--- src/rtl/cvd_pkg.sv ---
package cvd_pkg;
    localparam int          STRIDE_BASE = 7;
    localparam logic [3:0]  VIEW_RAW    = 4'd0;
    localparam logic [3:0]  VIEW_TAG    = 4'd1;
    localparam logic [3:0]  VIEW_EF_BLK = 4'd2;
    localparam logic [3:0]  VIEW_EF_TRY = 4'd3;
    localparam logic [3:0]  VIEW_PV_BLK = 4'd4;
    localparam logic [3:0]  VIEW_PV_TRY = 4'd5;
    localparam logic [3:0]  VIEW_STATUS = 4'd15;
    localparam logic [2:0]  SIZE_MIN_OK = 3'd2;
    localparam int          STAT_GRAIN_LSB = 8;
    localparam int          STAT_COUNT_LSB = 16;

    function automatic logic view_is_cell(input logic [3:0] v);
        return v <= VIEW_PV_TRY;
    endfunction
endpackage

--- src/rtl/cvd_index.sv ---
module cvd_index #(
    parameter int ADDR_W  = 20,
    parameter int N_CELLS = 32,
    parameter int IDX_W   = 5
) (
    input  logic [ADDR_W-1:0] addr,
    input  logic [2:0]        grain,
    output logic [IDX_W-1:0]  idx
);
    import cvd_pkg::*;

    localparam logic [ADDR_W-1:0] LAST = ADDR_W'(N_CELLS - 1);

    logic [ADDR_W-1:0] raw;

    always_comb begin
        raw = addr >> (STRIDE_BASE + int'(grain));
        if (raw >= LAST) begin
            idx = IDX_W'(N_CELLS - 1);
        end else begin
            idx = raw[IDX_W-1:0];
        end
    end
endmodule

--- src/rtl/cvd_status.sv ---
module cvd_status #(
    parameter int N_CELLS = 32,
    parameter int DATA_W  = 64
) (
    input  logic              clk,
    input  logic              rst_n,
    input  logic              wr_en,
    input  logic [DATA_W-1:0] wdata,
    input  logic              narrow_evt,
    output logic [2:0]        grain,
    output logic [DATA_W-1:0] status_word
);
    import cvd_pkg::*;

    localparam int CNT_W = $clog2(N_CELLS + 1);

    typedef struct packed {
        logic [2:0] err;
        logic [2:0] grain;
    } stat_t;

    stat_t st_d, st_q;

    always_comb begin
        st_d = st_q;
        if (wr_en) begin
            st_d.err   = st_q.err & ~wdata[2:0];
            st_d.grain = wdata[STAT_GRAIN_LSB +: 3];
        end
        if (narrow_evt) begin
            st_d.err[2] = 1'b1;
        end
    end

    always_ff @(posedge clk) begin
        if (!rst_n) begin
            st_q <= '0;
        end else begin
            st_q <= st_d;
        end
    end

    always_comb begin
        status_word = '0;
        status_word[2:0] = st_q.err;
        status_word[STAT_GRAIN_LSB +: 3] = st_q.grain;
        status_word[STAT_COUNT_LSB +: CNT_W] = CNT_W'(N_CELLS);
    end

    assign grain = st_q.grain;

    // a narrow access leaves error bit 2 set
    a_r4_sticky_err: assert property (@(posedge clk) disable iff (!rst_n)
        narrow_evt |=> st_q.err[2]);
    // grain moves only on a status write
    a_r6_grain_hold: assert property (@(posedge clk) disable iff (!rst_n)
        !wr_en |=> $stable(st_q.grain));
    // error bit 2 written as one clears when no new narrow access arrives
    a_r6_w1c: assert property (@(posedge clk) disable iff (!rst_n)
        (wr_en && wdata[2] && !narrow_evt) |=> !st_q.err[2]);
endmodule

--- src/rtl/cell_view_decoder.sv ---
module cell_view_decoder #(
    parameter int N_FIFO = 16,
    parameter int N_SEM  = 16,
    parameter int ADDR_W = 20,
    parameter int DATA_W = 64,
    localparam int N_CELLS = N_FIFO + N_SEM,
    localparam int IDX_W   = (N_CELLS > 1) ? $clog2(N_CELLS) : 1
) (
    input  logic              clk,
    input  logic              rst_n,
    input  logic              req_valid,
    output logic              req_ready,
    input  logic              req_write,
    input  logic [ADDR_W-1:0] req_addr,
    input  logic [2:0]        req_size,
    input  logic [DATA_W-1:0] req_wdata,
    output logic              rsp_valid,
    output logic              rsp_err,
    output logic [DATA_W-1:0] rsp_rdata,
    output logic              cell_valid,
    input  logic              cell_ready,
    output logic [IDX_W-1:0]  cell_idx,
    output logic [3:0]        cell_view,
    output logic              cell_is_fifo,
    output logic              cell_write,
    output logic [DATA_W-1:0] cell_wdata,
    input  logic [DATA_W-1:0] cell_rdata
);
    import cvd_pkg::*;

    typedef struct packed {
        logic              valid;
        logic              err;
        logic [DATA_W-1:0] rdata;
    } rsp_t;

    rsp_t rsp_d, rsp_q;

    logic [3:0]        view;
    logic              narrow, is_cell, is_status, accept;
    logic [2:0]        grain;
    logic [DATA_W-1:0] status_word;
    logic              stat_wr, narrow_evt;

    cvd_index #(.ADDR_W(ADDR_W), .N_CELLS(N_CELLS), .IDX_W(IDX_W)) u_index (
        .addr  (req_addr),
        .grain (grain),
        .idx   (cell_idx)
    );

    cvd_status #(.N_CELLS(N_CELLS), .DATA_W(DATA_W)) u_status (
        .clk         (clk),
        .rst_n       (rst_n),
        .wr_en       (stat_wr),
        .wdata       (req_wdata),
        .narrow_evt  (narrow_evt),
        .grain       (grain),
        .status_word (status_word)
    );

    always_comb begin
        view       = req_addr[6:3];
        narrow     = req_size < SIZE_MIN_OK;
        is_cell    = view_is_cell(view);
        is_status  = view == VIEW_STATUS;
        cell_valid = req_valid && !narrow && is_cell;
        req_ready  = cell_valid ? cell_ready : 1'b1;
        accept     = req_valid && req_ready;
        stat_wr    = accept && !narrow && is_status && req_write;
        narrow_evt = accept && narrow;

        cell_view    = view;
        cell_write   = req_write;
        cell_wdata   = req_wdata;
        cell_is_fifo = int'(cell_idx) < N_FIFO;

        rsp_d       = '0;
        rsp_d.valid = accept;
        if (accept) begin
            if (narrow) begin
                rsp_d.err = 1'b1;
            end else if (is_cell) begin
                rsp_d.rdata = req_write ? '0 : cell_rdata;
            end else if (is_status) begin
                rsp_d.rdata = req_write ? '0 : status_word;
            end else if (!req_write) begin
                rsp_d.err   = 1'b1;
                rsp_d.rdata = '1;
            end
        end
    end

    always_ff @(posedge clk) begin
        if (!rst_n) begin
            rsp_q <= '0;
        end else begin
            rsp_q <= rsp_d;
        end
    end

    assign rsp_valid = rsp_q.valid;
    assign rsp_err   = rsp_q.err;
    assign rsp_rdata = rsp_q.rdata;

    // narrow requests are never forwarded
    a_r4_no_forward: assert property (@(posedge clk) disable iff (!rst_n)
        (req_valid && req_size < SIZE_MIN_OK) |-> !cell_valid);
    // undefined-view reads answer with an error and all ones
    a_r7_undef_read: assert property (@(posedge clk) disable iff (!rst_n)
        (req_valid && req_ready && !req_write && req_size >= SIZE_MIN_OK &&
         req_addr[6:3] > VIEW_PV_TRY && req_addr[6:3] != VIEW_STATUS)
        |=> (rsp_valid && rsp_err && (&rsp_rdata)));
    // one response per accepted request
    a_r9_one_rsp: assert property (@(posedge clk) disable iff (!rst_n)
        (req_valid && req_ready) |=> rsp_valid);
    a_r9_no_spurious: assert property (@(posedge clk) disable iff (!rst_n)
        !(req_valid && req_ready) |=> !rsp_valid);
    // a stalled cell holds the request
    a_r9_backpressure: assert property (@(posedge clk) disable iff (!rst_n)
        (cell_valid && !cell_ready) |-> !req_ready);
endmodule

--- config.mk ---
export PLATFORM = sky130hd
export DESIGN_NAME = cell_view_decoder
export DESIGN_NICKNAME = d
export VERILOG_FILES = /design/src/rtl/cvd_pkg.sv /design/src/rtl/cvd_index.sv /design/src/rtl/cvd_status.sv /design/src/rtl/cell_view_decoder.sv
export SDC_FILE = /design/constraint.sdc
export NUM_CORES = 1
export LEC_CHECK = 0
export BUFFER_PORTS_ARGS = -buffer_cell sky130_fd_sc_hd__buf_2
export CAP_MARGIN = 10
export CORE_AREA = 4 4 112 114
export CTS_BUF_LIST = sky130_fd_sc_hd__clkbuf_2 sky130_fd_sc_hd__clkbuf_4 sky130_fd_sc_hd__clkbuf_8
export CTS_CLUSTER_DIAMETER = 40
export DETAILED_ROUTE_END_ITERATION = 12
export DIE_AREA = 0 0 116 118
export GPL_TIMING_DRIVEN = 0
export PLACE_DENSITY = 0.62
export SYNTH_ARGS = -nofsm -noshare
export SYNTH_HDL_FRONTEND = slang
export SYNTH_SLANG_ARGS = --single-unit
--- constraint.sdc ---
create_clock -name clk -period 4.9 [get_ports clk]
set_input_delay 0.98 -clock clk [delete_from_list [all_inputs] [get_ports clk]]
set_output_delay 0.98 -clock clk [all_outputs]
set_load 0.02 [all_outputs]
Word level (Yosys, flattened, before mapping):

Cells that the tools add are included.

* flip-flop bits (word level): 72
* input port bits: 156
* output and inout bits: 143
* logic and storage cells: 40

* add/sub/neg operators: 1
* order comparisons: 4
* eq/ne operators: 1
* shift operators: 1
* mux-type cells: 12
* bitwise gates (word level): 4
* reductions and logical operators: 11

Operators with widths (count)
* $mux 64: 3
* $mux 65: 1
* $shr 20x32->20: 1
* $mux 22: 1
* $ge 20x5->1 const B: 1
* $logic_and 1x1->1: 7
* $mux 6: 1
* $lt 5x5->1 const B: 1
* $mux 1: 5
* $mux 5: 1
* $add 3x3->4 const A: 1
* $eq 4x4->1 const B: 1
* $le 4x3->1 const B: 1
* $and 3x3->3: 1
* $lt 3x2->1 const B: 1
* $not 3->3: 1
* $reduce_or 3->1: 1
* $not 1->1: 2
* $reduce_and 2->1: 1
* $reduce_bool 2->1: 1
* $logic_not 1->1: 1

Logic depth before layout (Yosys ltp):

* word-level depth: 11
* mapped depth: 7
* mapped depth without buffers: 4

By module:

Synthesis repeated with hierarchy kept, for this count alone.

* cells, all modules: 494
* area, all modules: 4429.2 µm²

Modules (own cells, without submodules)
* cell_view_decoder: instances 1, cells an instance 371, area each 3258.1 µm², seq. area each 1321.3 µm²
* cvd_status: instances 1, cells an instance 83, area each 678.2 µm², seq. area each 120.1 µm²
* cvd_index: instances 1, cells an instance 40, area each 493.0 µm², seq. area each 0.0 µm²

Least setup slack after synthesis:

Ideal clock, no wire load.

* path type: input-to-output
* from: input req_addr[17]
* to: output cell_idx[0]
* arrival time: 1985 ps
* required time: 3920 ps
* setup slack: 1935 ps
* stages on the path: 4
* path buffers: 0
* cells stage by stage: mux4_2 > o21bai_4 > o21bai_4 > nand3_1

* cells in the longest elaborated chain, start to end: 3

Ends and longest elaborated chain
* from (decl): line cell_view_decoder.sv:14 `input logic [ADDR_W-1:0] req_addr,`
* $shr 20x32->20 *: line cvd_index.sv:17 `raw = addr >> (STRIDE_BASE + int'(grain));`
* $ge 20x5->1: line cvd_index.sv:18 `if (raw >= LAST) begin`
* $mux 5 *: line cvd_index.sv:18
* to (decl): line cell_view_decoder.sv:22 `output logic [IDX_W-1:0] cell_idx,`

Mark *: on every way between the ends. The rest lies on a longest branch, timed or not.

Worst setup path after layout:

* from: input req_addr[14]
* to: output cell_idx[2]

The elaborated chain is that of the path after synthesis.

==> metrics.md <==
| Metric | Value |
|---|---|
| Slew Viols, Final | `0` |
| DR vias/cell | `between 4 and 5` |
| Antenna cell count | `0` |
| Layout cells sized above 1 | `58.8%` |
| Num CTS Buffers | `9` |
| Root Buffer | `clkbuf_8` |
| Internal Power | `between 0.9 and 1 mW` |
| Vias | `3269` |
| CP top delay family | `multiplexers` |
| Starting Density | `28.8%` |
| Critical hold path startpoint | `u_status.status_word[1]$_SDFFE_PN0P_` |
| Cells after Synth | `between 300 and 400` |
| Commonest non-fill, non-tap cells in the layout | `251 x buf_2, 72 x buf_4, 72 x dfxtp_1` |
| Sw Share | `29.7%` |
| Crit path max fanout | `6` |
| Die ar. | `around 14000 µm²` |
| Slowest stage delay, CP | `approximately 0.45 ns` |
| Setup TNS | `0 ns` |
| Syn Nets | `just over 500` |
| Setup bufs post-CTS | `0` |
| Maximum VDD drop | `about 0.00015 V` |
| Grt ovf | `0` |
| CTS Buffer Depth | `2` |
| Initial DRC Count | `roughly 170` |
| Slew @ Worst Pin | `~0.42 ns` |
| Leak pwr | `2.46 nW` |
| DRC | `0` |
| CTS sink cnt | `just over 70` |
| Die H | `between 100 and 150 µm` |
| Critical Path AT | `about 2.2 ns` |
| Final hold vios | `0` |
| Pwr dens | `~280 nW/µm²` |
| Largest net degree at the start of global routing | `16` |
| Area grow syn2layout | `47.6%` |
| Htree depth | `3` |
| Post-route minimum period | `between 3 and 4 ns` |
| Flop pwr share | `44.0%` |
| CP Launch Point | `req_addr[14]` |
| CTS tree | `built` |
| Worst clock skew | `approximately 0.0084 ns` |
| Post-Syn Area per Cell | `approximately 9.3 µm²` |
| Drt first pass iters | `4` |
| Power Total | `1.38 mW` |
| Die X | `about 120 µm` |
| Max-Cap Viols | `0` |
| CP cell instances | `buf_2 > mux4_2 > o21bai_4 > o21bai_4 > nand3_1 > buf_2` |
| Setup CP Type | `in2out` |
| Achievable clock frequency | `311 MHz` |
| FF+latch count, synth | `roughly 70` |
| Clock-pin slew on the worst setup and hold paths | `about 0.08 ns` |
| Post_cts resized | `0` |
| Crit start category | `primary input` |
| Cell variety after synth | `32` |
| Hpwl dp | `about 8900 µm` |
| Crit Reg-Reg Startpoint | `u_status.grain[1]$_SDFFE_PN0P_` |
| Buffers on Ports | `235` |
| Vias in the first global route | `~3300` |
| Num rows | `39` |
| I/O pin count | `approximately 300` |
| Antenna violations before repair | `0` |
| Final Wtd Congestion | `just under 0.8` |
| Sequential fraction of the synthesis area | `about 44%` |
| Reg2Reg Setup Slack | `a little under 4 ns` |
| Synthesized cell area | `about 3300 µm²` |
| Routed WL | `approximately 11000 µm` |
| Slew headroom | `72.3%` |
| Hold Crit Class | `reg2reg` |
| Worst setup EP type | `primary output` |
| Tot GR Track Use | `around 15%` |
| Commonest non-fill, non-tap cell in the layout | `buf_2` |
| Wire length per cell | `~15 µm` |
| Setup violators final | `0` |
| Routed Antenna Nets | `0` |
| Synth warn | `0` |
| Area of the core | `between 10000 and 15000 µm²` |
| Buf+Inv Stages, Crit Path | `2` |
| Final period util | `about two thirds` |
| Slowest cell on the critical path | `mux4_2` |
| Psw | `between 0.4 and 0.5 mW` |
| Gate power share | `19.9%` |
| WP data required | `approximately 4 ns` |
| Cts hold-fix bufs | `0` |
| Fin nets | `between 700 and 800` |
| Status | `complete, no violations` |
| Clock power frac | `36.1%` |
| First-pass GRT wire length | `~16000 µm` |
| Clk_lat worst skew | `around 0.35 ns` |
| RSZ-0062 raised after global routing | `false` |
## routing by layer
layer | vias to the layer above | wire length, µm | global-route usage [%]
met2 | 190 | 5670 | 27.8
met4 | 0 | 189 | 4.35
met1 | 1445 | 3950 | 16.4
met3 | 18 | 1060 | 4.16
li1 | 1616 | - | -
met5 | - | 0 | 0
## power by group through the flow
stage / sequential [mW] / combinational [mW] / clock [mW]
2_1_floorplan: 0.645 / 0.147 / 0
3_3_place_gp: 0.621 / 0.276 / 0
3_5_place_dp: 0.622 / 0.278 / 0
4_1_cts: 0.608 / 0.279 / 0.520
5_1_grt: 0.609 / 0.300 / 0.544
6_report: 0.608 / 0.275 / 0.499
## worst paths after layout
kind                                     endpoint  cells after the start
min          u_status.status_word[1]$_SDFFE_PN0P_                      2
max                                   cell_idx[2]                      6
max reg2reg               rsp_rdata[9]$_SDFF_PP0_                      4
min reg2reg  u_status.status_word[1]$_SDFFE_PN0P_                      2
## sequential cells by signal, indices dropped and copies added, names as in the netlist
| name | flops |
|---|---|
| rsp_rdata | 64 |
| u_status.grain | 3 |
| u_status.status_word | 3 |
| rsp_err | 1 |
| rsp_valid | 1 |
## Yosys cell counts
library cell	instances	area share, %
a21boi_0	1	0.23
a21boi_1	1	0.23
a21o_1	1	0.23
a21oi_1	61	9.3
and2_1	1	0.19
buf_2	16	2.4
buf_4	72	16
buf_6	4	1.4
clkbuf_1	3	0.34
dfxtp_1	72	44
inv_1	3	0.34
inv_2	1	0.11
mux2i_1	7	2.1
mux4_1	4	3.2
mux4_2	6	4.1
nand2_1	61	7.0
nand3_1	4	0.61
nand3b_1	2	0.46
nand4_2	1	0.38
nor2_1	4	0.46
nor2_2	1	0.19
nor2_4	1	0.34
nor2b_1	5	0.95
nor3_1	8	1.2
nor3b_1	1	0.23
nor4bb_1	1	0.30
o211a_1	1	0.30
o211ai_1	1	0.23
o21a_1	1	0.23
o21bai_4	2	1.1
o221a_2	1	0.34
o22ai_1	6	1.1
## per-stage QoR
stage          util (%)  worst slack, ns  area, µm²  cells  hold slack, ns
3_5_place_dp       40.7             1.68       4640    732           0.435
2_1_floorplan         -             1.93       3290    354           0.412
6_report           42.5             1.69       4850    748           0.448
4_1_cts            42.5             1.69       4850    748           0.448
5_1_grt            42.5             1.62       4850    748           0.464
3_3_place_gp       40.7             1.68       4640    732           0.420
## kinds of logic (layout without fill, tap and decap cells)
family / count (synthesis) / count (layout) / synth area share [%]
muxes: 17 / 17 / 9.44
AOI/OAI and AO/OA: 76 / 76 / 13.4
DFF: 72 / 72 / 43.9
buffers and inverters: 99 / 350 / 21.1
and+or+nand+nor: 90 / 90 / 12.3
## worst min-delay path, delay by kind of cell, from the launching register on
kind	cells	cell delay (ns)
and+or+nand+nor	1	0.06
DFF	1	0.32
AOI/OAI and AO/OA	1	0.03
## layout make-up
cell class	instances	area (µm²)
Clock inverter	7	85.1
Sequential cell	72	1440
Fill cell	1171	6570
Inverter	4	15.0
Clock buffer	9	124
Multi-Input combinational cell	183	1150
Tap cell	143	179
Buffer	95	677
Timing Repair Buffer	235	1180
(Power assumes the default switching activity.)
